### src/rtl/ws_pkg.sv
package ws_pkg;
  typedef enum logic {
    ORD_LSB_FIRST = 1'b0,
    ORD_MSB_FIRST = 1'b1
  } order_e;
endpackage

### src/rtl/ws_bitcount.sv
module ws_bitcount #(
  parameter int W = 16
) (
  input  logic clk,
  input  logic rst_n,
  output logic last_o,
  output logic wclk_o,
  output logic [$clog2(W)-1:0] pos_o
);
  localparam int CW = $clog2(W);
  localparam logic [CW-1:0] LAST = CW'(W - 1);
  localparam logic [CW-1:0] HALF = CW'(W / 2);

  logic [CW-1:0] cnt;

  always_ff @(posedge clk) begin
    if (!rst_n)             cnt <= '0;
    else if (cnt == LAST)   cnt <= '0;
    else                    cnt <= cnt + 1'b1;
  end

  assign last_o = (cnt == LAST);
  assign wclk_o = (cnt < HALF);
  assign pos_o  = cnt;

  // counter returns to zero right after the final position
  p_wrap_r1: assert property (@(posedge clk) disable iff (!rst_n)
    (cnt == LAST) |=> (cnt == '0));
  // the acceptance window never lasts two cycles
  p_window_once_r2: assert property (@(posedge clk) disable iff (!rst_n)
    last_o |=> !last_o);
  // word clock rises only after the final slot position
  p_wclk_rise_r1: assert property (@(posedge clk) disable iff (!rst_n)
    $rose(wclk_o) |-> $past(last_o));
endmodule

### src/rtl/ws_shifter.sv
module ws_shifter
  import ws_pkg::*;
#(
  parameter int W = 16
) (
  input  logic         clk,
  input  logic         rst_n,
  input  logic         load_i,
  input  logic         take_i,
  input  logic [W-1:0] data_i,
  input  order_e       order_i,
  output logic         bit_o
);
  logic [W-1:0] sr;
  logic [W-1:0] rev;
  logic [W-1:0] nxt;

  for (genvar gi = 0; gi < W; gi++) begin : g_rev
    assign rev[gi] = data_i[W-1-gi];
  end

  always_comb begin
    if (!take_i)                       nxt = '0;
    else if (order_i == ORD_MSB_FIRST) nxt = rev;
    else                               nxt = data_i;
  end

  always_ff @(posedge clk) begin
    if (!rst_n)      sr <= '0;
    else if (load_i) sr <= nxt;
    else             sr <= {1'b0, sr[W-1:1]};
  end

  assign bit_o = sr[0];

  // between loads the register only moves one place toward the output
  p_shift_r6: assert property (@(posedge clk) disable iff (!rst_n)
    !load_i |=> (sr == ($past(sr) >> 1)));
  // low-first order puts bit 0 on the output first
  p_lsb_first_r4: assert property (@(posedge clk) disable iff (!rst_n)
    (load_i && take_i && order_i == ORD_LSB_FIRST) |=> (bit_o == $past(data_i[0])));
  // high-first order puts the top bit on the output first
  p_msb_first_r5: assert property (@(posedge clk) disable iff (!rst_n)
    (load_i && take_i && order_i == ORD_MSB_FIRST) |=> (bit_o == $past(data_i[W-1])));
  // a missing word loads an idle pattern
  p_underrun_r3: assert property (@(posedge clk) disable iff (!rst_n)
    (load_i && !take_i) |=> (sr == '0));
endmodule

### src/rtl/ws_clkgate.sv
module ws_clkgate (
  input  logic clk,
  input  logic rst_n,
  input  logic dis_i,
  output logic fclk_o
);
  logic en;

  // enable changes only while clk is low, so the gated clock has no runt pulse
  always_ff @(negedge clk) begin
    if (!rst_n) en <= 1'b0;
    else        en <= !dis_i;
  end

  assign fclk_o = clk & en;

  // a disable level held across a cycle is reflected in the gate
  p_gate_r9: assert property (@(posedge clk) disable iff (!rst_n)
    $stable(dis_i) |-> (en == !dis_i));
endmodule

### src/rtl/word_serializer.sv
module word_serializer
  import ws_pkg::*;
#(
  parameter int W = 16
) (
  input  logic         clk,
  input  logic         rst_n,
  input  logic         s_valid,
  output logic         s_ready,
  input  logic [W-1:0] s_data,
  input  logic         msb_first,
  input  logic         squelch_n,
  input  logic         clk_dis,
  output logic         ser_o,
  output logic         wclk_o,
  output logic         fclk_o
);
  localparam int CW = $clog2(W);

  logic          last;
  logic [CW-1:0] pos;
  logic          raw_bit;
  order_e        ord;

  assign ord = msb_first ? ORD_MSB_FIRST : ORD_LSB_FIRST;

  ws_bitcount #(.W(W)) u_cnt (
    .clk    (clk),
    .rst_n  (rst_n),
    .last_o (last),
    .wclk_o (wclk_o),
    .pos_o  (pos)
  );

  ws_shifter #(.W(W)) u_shift (
    .clk     (clk),
    .rst_n   (rst_n),
    .load_i  (last),
    .take_i  (s_valid),
    .data_i  (s_data),
    .order_i (ord),
    .bit_o   (raw_bit)
  );

  ws_clkgate u_gate (
    .clk    (clk),
    .rst_n  (rst_n),
    .dis_i  (clk_dis),
    .fclk_o (fclk_o)
  );

  assign s_ready = last;
  assign ser_o   = raw_bit & squelch_n;

  // bit position restarts right after a transfer
  p_restart_r6: assert property (@(posedge clk) disable iff (!rst_n)
    (s_valid && s_ready) |=> (pos == '0));
  // window and word clock low phase coincide
  p_window_phase_r2: assert property (@(posedge clk) disable iff (!rst_n)
    s_ready |-> !wclk_o);
endmodule

### config.mk
export PLATFORM = sky130hd
export DESIGN_NAME = word_serializer
export DESIGN_NICKNAME = d
export VERILOG_FILES = /design/src/rtl/ws_pkg.sv /design/src/rtl/ws_bitcount.sv /design/src/rtl/ws_shifter.sv /design/src/rtl/ws_clkgate.sv /design/src/rtl/word_serializer.sv
export SDC_FILE = /design/constraint.sdc
export NUM_CORES = 1
export LEC_CHECK = 0
export ABC_AREA = 1
export BUFFER_PORTS_ARGS = -buffer_cell sky130_fd_sc_hd__buf_4
export CAP_MARGIN = 20
export CORE_MARGIN = 3
export CORE_UTILIZATION = 45
export DETAILED_ROUTE_END_ITERATION = 6
export HOLD_SLACK_MARGIN = 0.1
export PLACE_DENSITY = 0.69
export SLEW_MARGIN = 40
export SYNTH_ARGS = -nofsm -noshare
export SYNTH_HDL_FRONTEND = slang
export SYNTH_SLANG_ARGS = --single-unit
### constraint.sdc
create_clock -name clk -period 2.7 [get_ports clk]
set_input_delay 0 -clock clk [delete_from_list [all_inputs] [get_ports clk]]
set_output_delay 0 -clock clk [all_outputs]
set_load 0.01 [all_outputs]
==> insert_results.sql <==
INSERT INTO impl_metrics (metric_group, metric, value, unit) VALUES
('run_status', 'result_of_the_run', 'complete, no violations', ''),
('setup_path', 'setup.worst_path.start_class', 'flip-flop', ''),
('layout', 'multiInputGateArea', '499.2', 'um^2'),
('pwr', 'peakVddDrop', '0.0002989', 'V'),
('timing', 'timing.final.max_slew_violations', '0', ''),
('setup_path', 'setup.worst_path.end_class', 'output port', ''),
('logic_synthesis', 'syn_area', '1028', 'um^2'),
('floorplan', 'floorplan.die.width', '53.81', 'um'),
('setup_path', 'setup.worst_path.end', 'fclk_o', ''),
('setup_path', 'path_max_fanout', '1', ''),
('placed_design', 'dpl.hpwl', '1604', 'um'),
('setup_path', 'r2r_start', 'u_cnt.pos_o[0]', ''),
('setup_path', 'worst_r2r_endpoint', 'u_shift.sr[6]', ''),
('floorplan', 'initial_utilization', '49.88', '%'),
('layout', 'final-seq-area', '420.4', 'um^2'),
('layout', 'synth_to_final_area_change', '67.28', '%'),
('layout', 'layout_commonest_cell', 'nand2_1', ''),
('routing', 'drt_pre_antenna_iters', '4', ''),
('placed_design', 'pre_cts_ws', '862.5', 'ps'),
('setup_path', 'cp.required', '2700', 'ps'),
('timing', 'worst_slew_margin_rel', '80.79', '%'),
('setup_path', 'path_class', 'reg -> out', ''),
('placed_design', 'buffer_ports.inserted', '25', ''),
('setup_path', 'r2r_cells', '7', ''),
('layout', 'layout_common_cells', 'nand2_1, dlygate4sd3_1, buf_4', ''),
('clock_network', 'cts_setup_buffers', '0', ''),
('routing', 'drt-initial-drc-count', '25', ''),
('clock_network', 'clock_insertion_delay_worst_skew', '410', 'ps'),
('floorplan', 'area_inside_the_core_boundary', '2062', 'um^2'),
('timing', 'worst-slew-pin-transition', '287.8', 'ps'),
('setup_path', 'cp.arrival', '2350', 'ps'),
('logic_synthesis', 'synth_cells', '147', ''),
('timing', 'fin_ws', '352.8', 'ps'),
('layout', 'layout.filler_cells', '122', ''),
('logic_synthesis', 'syn-mean-instance-area', '6.997', 'um^2'),
('clock_network', 'cts.reportedPaths.clkPinSlew', '40', 'ps'),
('logic_synthesis', 'postSynthRegisterBits', '21', ''),
('routing', 'wl_per_cell', '13.29', 'um'),
('setup_path', 'cp-startpoint', 'u_gate.en', ''),
('global_route', 'total_overflow_reported_by_the_global_router', '0', ''),
('timing', 'setup_total_negative_slack', '0', 'ps'),
('pwr', 'leakagePower', '0.0008602', 'uW'),
('global_route', 'grt_antenna_before_repair', '0', ''),
('timing', 'clock_skew', '3.068', 'ps'),
('global_route', 'grt_pass1_wl', '5319', 'um'),
('placed_design', 'finalWeightedCongestion', '0.7376', ''),
('hold_path', 'tightest_hold_check_type', 'in -> out', ''),
('logic_synthesis', 'ys_warn_count', '0', ''),
('setup_path', 'worst-r2r-setup-slack', '380', 'ps'),
('clock_network', 'tritoncts', 'yes', ''),
('global_route', 'grtUsageTotal', '27.14', '%'),
('floorplan', 'num_io_pins', '26', ''),
('routing', 'drt.antenna.violating_nets', '0', ''),
('layout', 'final_core_utilization', '83.43', '%'),
('routing', 'post-route-drc-count', '0', ''),
('logic_synthesis', 'netlist-cell-type-count', '22', ''),
('layout', 'n_antenna_cell', '0', ''),
('pwr', 'powerDensity', '399.3', 'nW/um^2'),
('floorplan', 'dieHeight', '53.81', 'um'),
('routing', 'drt_wl_total', '3296', 'um'),
('timing', 'grt_setup_unrepaired', 'false', ''),
('timing', 'setup_viol', '0', ''),
('layout', 'share_of_final_layout_standard_cells_stronger_than_drive_strength_1', '18.55', '%'),
('logic_synthesis', 'syn-num-nets', '170', ''),
('global_route', 'vias_in_the_first_global_route', '1226', ''),
('global_route', 'grt_start_max_net_pins', '19', ''),
('run', 'max_cap_violations', '0', ''),
('layout', 'final_net_count', '245', ''),
('timing', 'final_hold_viol_count', '0', ''),
('routing', 'dr_total_vias', '1230', ''),
('floorplan', 'std_cell_rows', '16', ''),
('routing', 'viasPerCell', '4.960', ''),
('logic_synthesis', 'synth-seq-area-share', '40.88', '%'),
('floorplan', 'die-area', '2895', 'um^2');
## sequential cells by signal (all words and copies together), names as in the netlist
register	flops
u_shift.sr	16
u_cnt.pos_o	4
u_gate.en	1
## routing by layer
layer | GRT usage, % | wire length, um | up-vias
li1 | - | - | 598
met1 | 25.17 | 1211 | 576
met2 | 51.21 | 1808 | 40
met3 | 7.756 | 145 | 16
met4 | 16.60 | 130 | 0
met5 | 0 | 0 | -
## worst min-delay path by stage
stage                  end  slack, ps      start  cells after the start
global placement    fclk_o        170        clk                      3
detailed placement  fclk_o        170        clk                      3
CTS                  ser_o        260  squelch_n                      4
global route         ser_o        290  squelch_n                      4
finish               ser_o        260  squelch_n                      4
floorplan            ser_o         90  squelch_n                      2
## final cells by class
cell class              count  share of cell area [%]
repair buffers             73                   38.98
flip-flops and latches     21                   24.44
clock inverters             2                  0.4364
multi-input cells         109                   29.02
inverters                   8                   1.891
well taps                  27                   1.964
clock buffers               8                   3.273
## power breakdown
| part | switching [uW] | internal (uW) | total (uW) |
|---|---|---|---|
| combinational | 52.5 | 72.8 | 125 |
| sequential | 4.48 | 314 | 319 |
| clock | 127 | 115 | 243 |
| total | 184 | 503 | 687 |
## critical path, stage by stage (launching register included)
cell and delay [ps]:
dfxtp_1 300, nand2_1 60, inv_1 40, buf_4 130
## cell usage after synthesis
library cell,n,area (um^2)
nand2_4,1,11.26
inv_4,1,6.260
a21oi_1,1,5.000
dfxtp_1,21,420.4
buf_4,1,7.510
inv_2,1,3.750
buf_6,2,22.52
nand2_2,4,25.02
nand3_4,1,17.52
xnor2_1,1,8.760
buf_8,1,15.01
inv_1,8,30.03
nand3_1,17,85.08
nand4_1,1,6.260
nand2_1,74,277.8
ha_1,1,12.51
o21ai_0,1,5.000
buf_2,2,10.01
clkbuf_8,1,13.76
nor2_8,1,20.02
nor2_1,5,18.77
or2_2,1,6.260
## cell families (layout without fill, tap and decap cells)
family,Yosys count,in the layout,synth area share [%]
and+or+nand+nor,105,105,45.50
AOI/OAI and AO/OA,2,2,0.9723
xor gates and xnor gates,1,1,0.8517
adders and majority gates,1,1,1.216
DFF,21,21,40.88
buffers and inverters,17,91,10.58
## metrics by stage
step	hold WS, ps	power (uW)	instance area (um^2)	std cells
after floorplan	89.09	381.0	1028	147
after detailed placement	172.8	415.8	1181	192
after global placement	172.8	412.4	1181	192
after global routing	293.8	715.8	1720	248
final	256.9	687.0	1720	248
after CTS	261.6	684.9	1720	248
## timing repair
action / 4_1_cts / 5_1_grt
hold buffers: 49 / 0
gates resized for setup: 0 / 0
hold endpoints to repair: 20 / 0
Note: power is estimated with default switching activity, not from simulation.
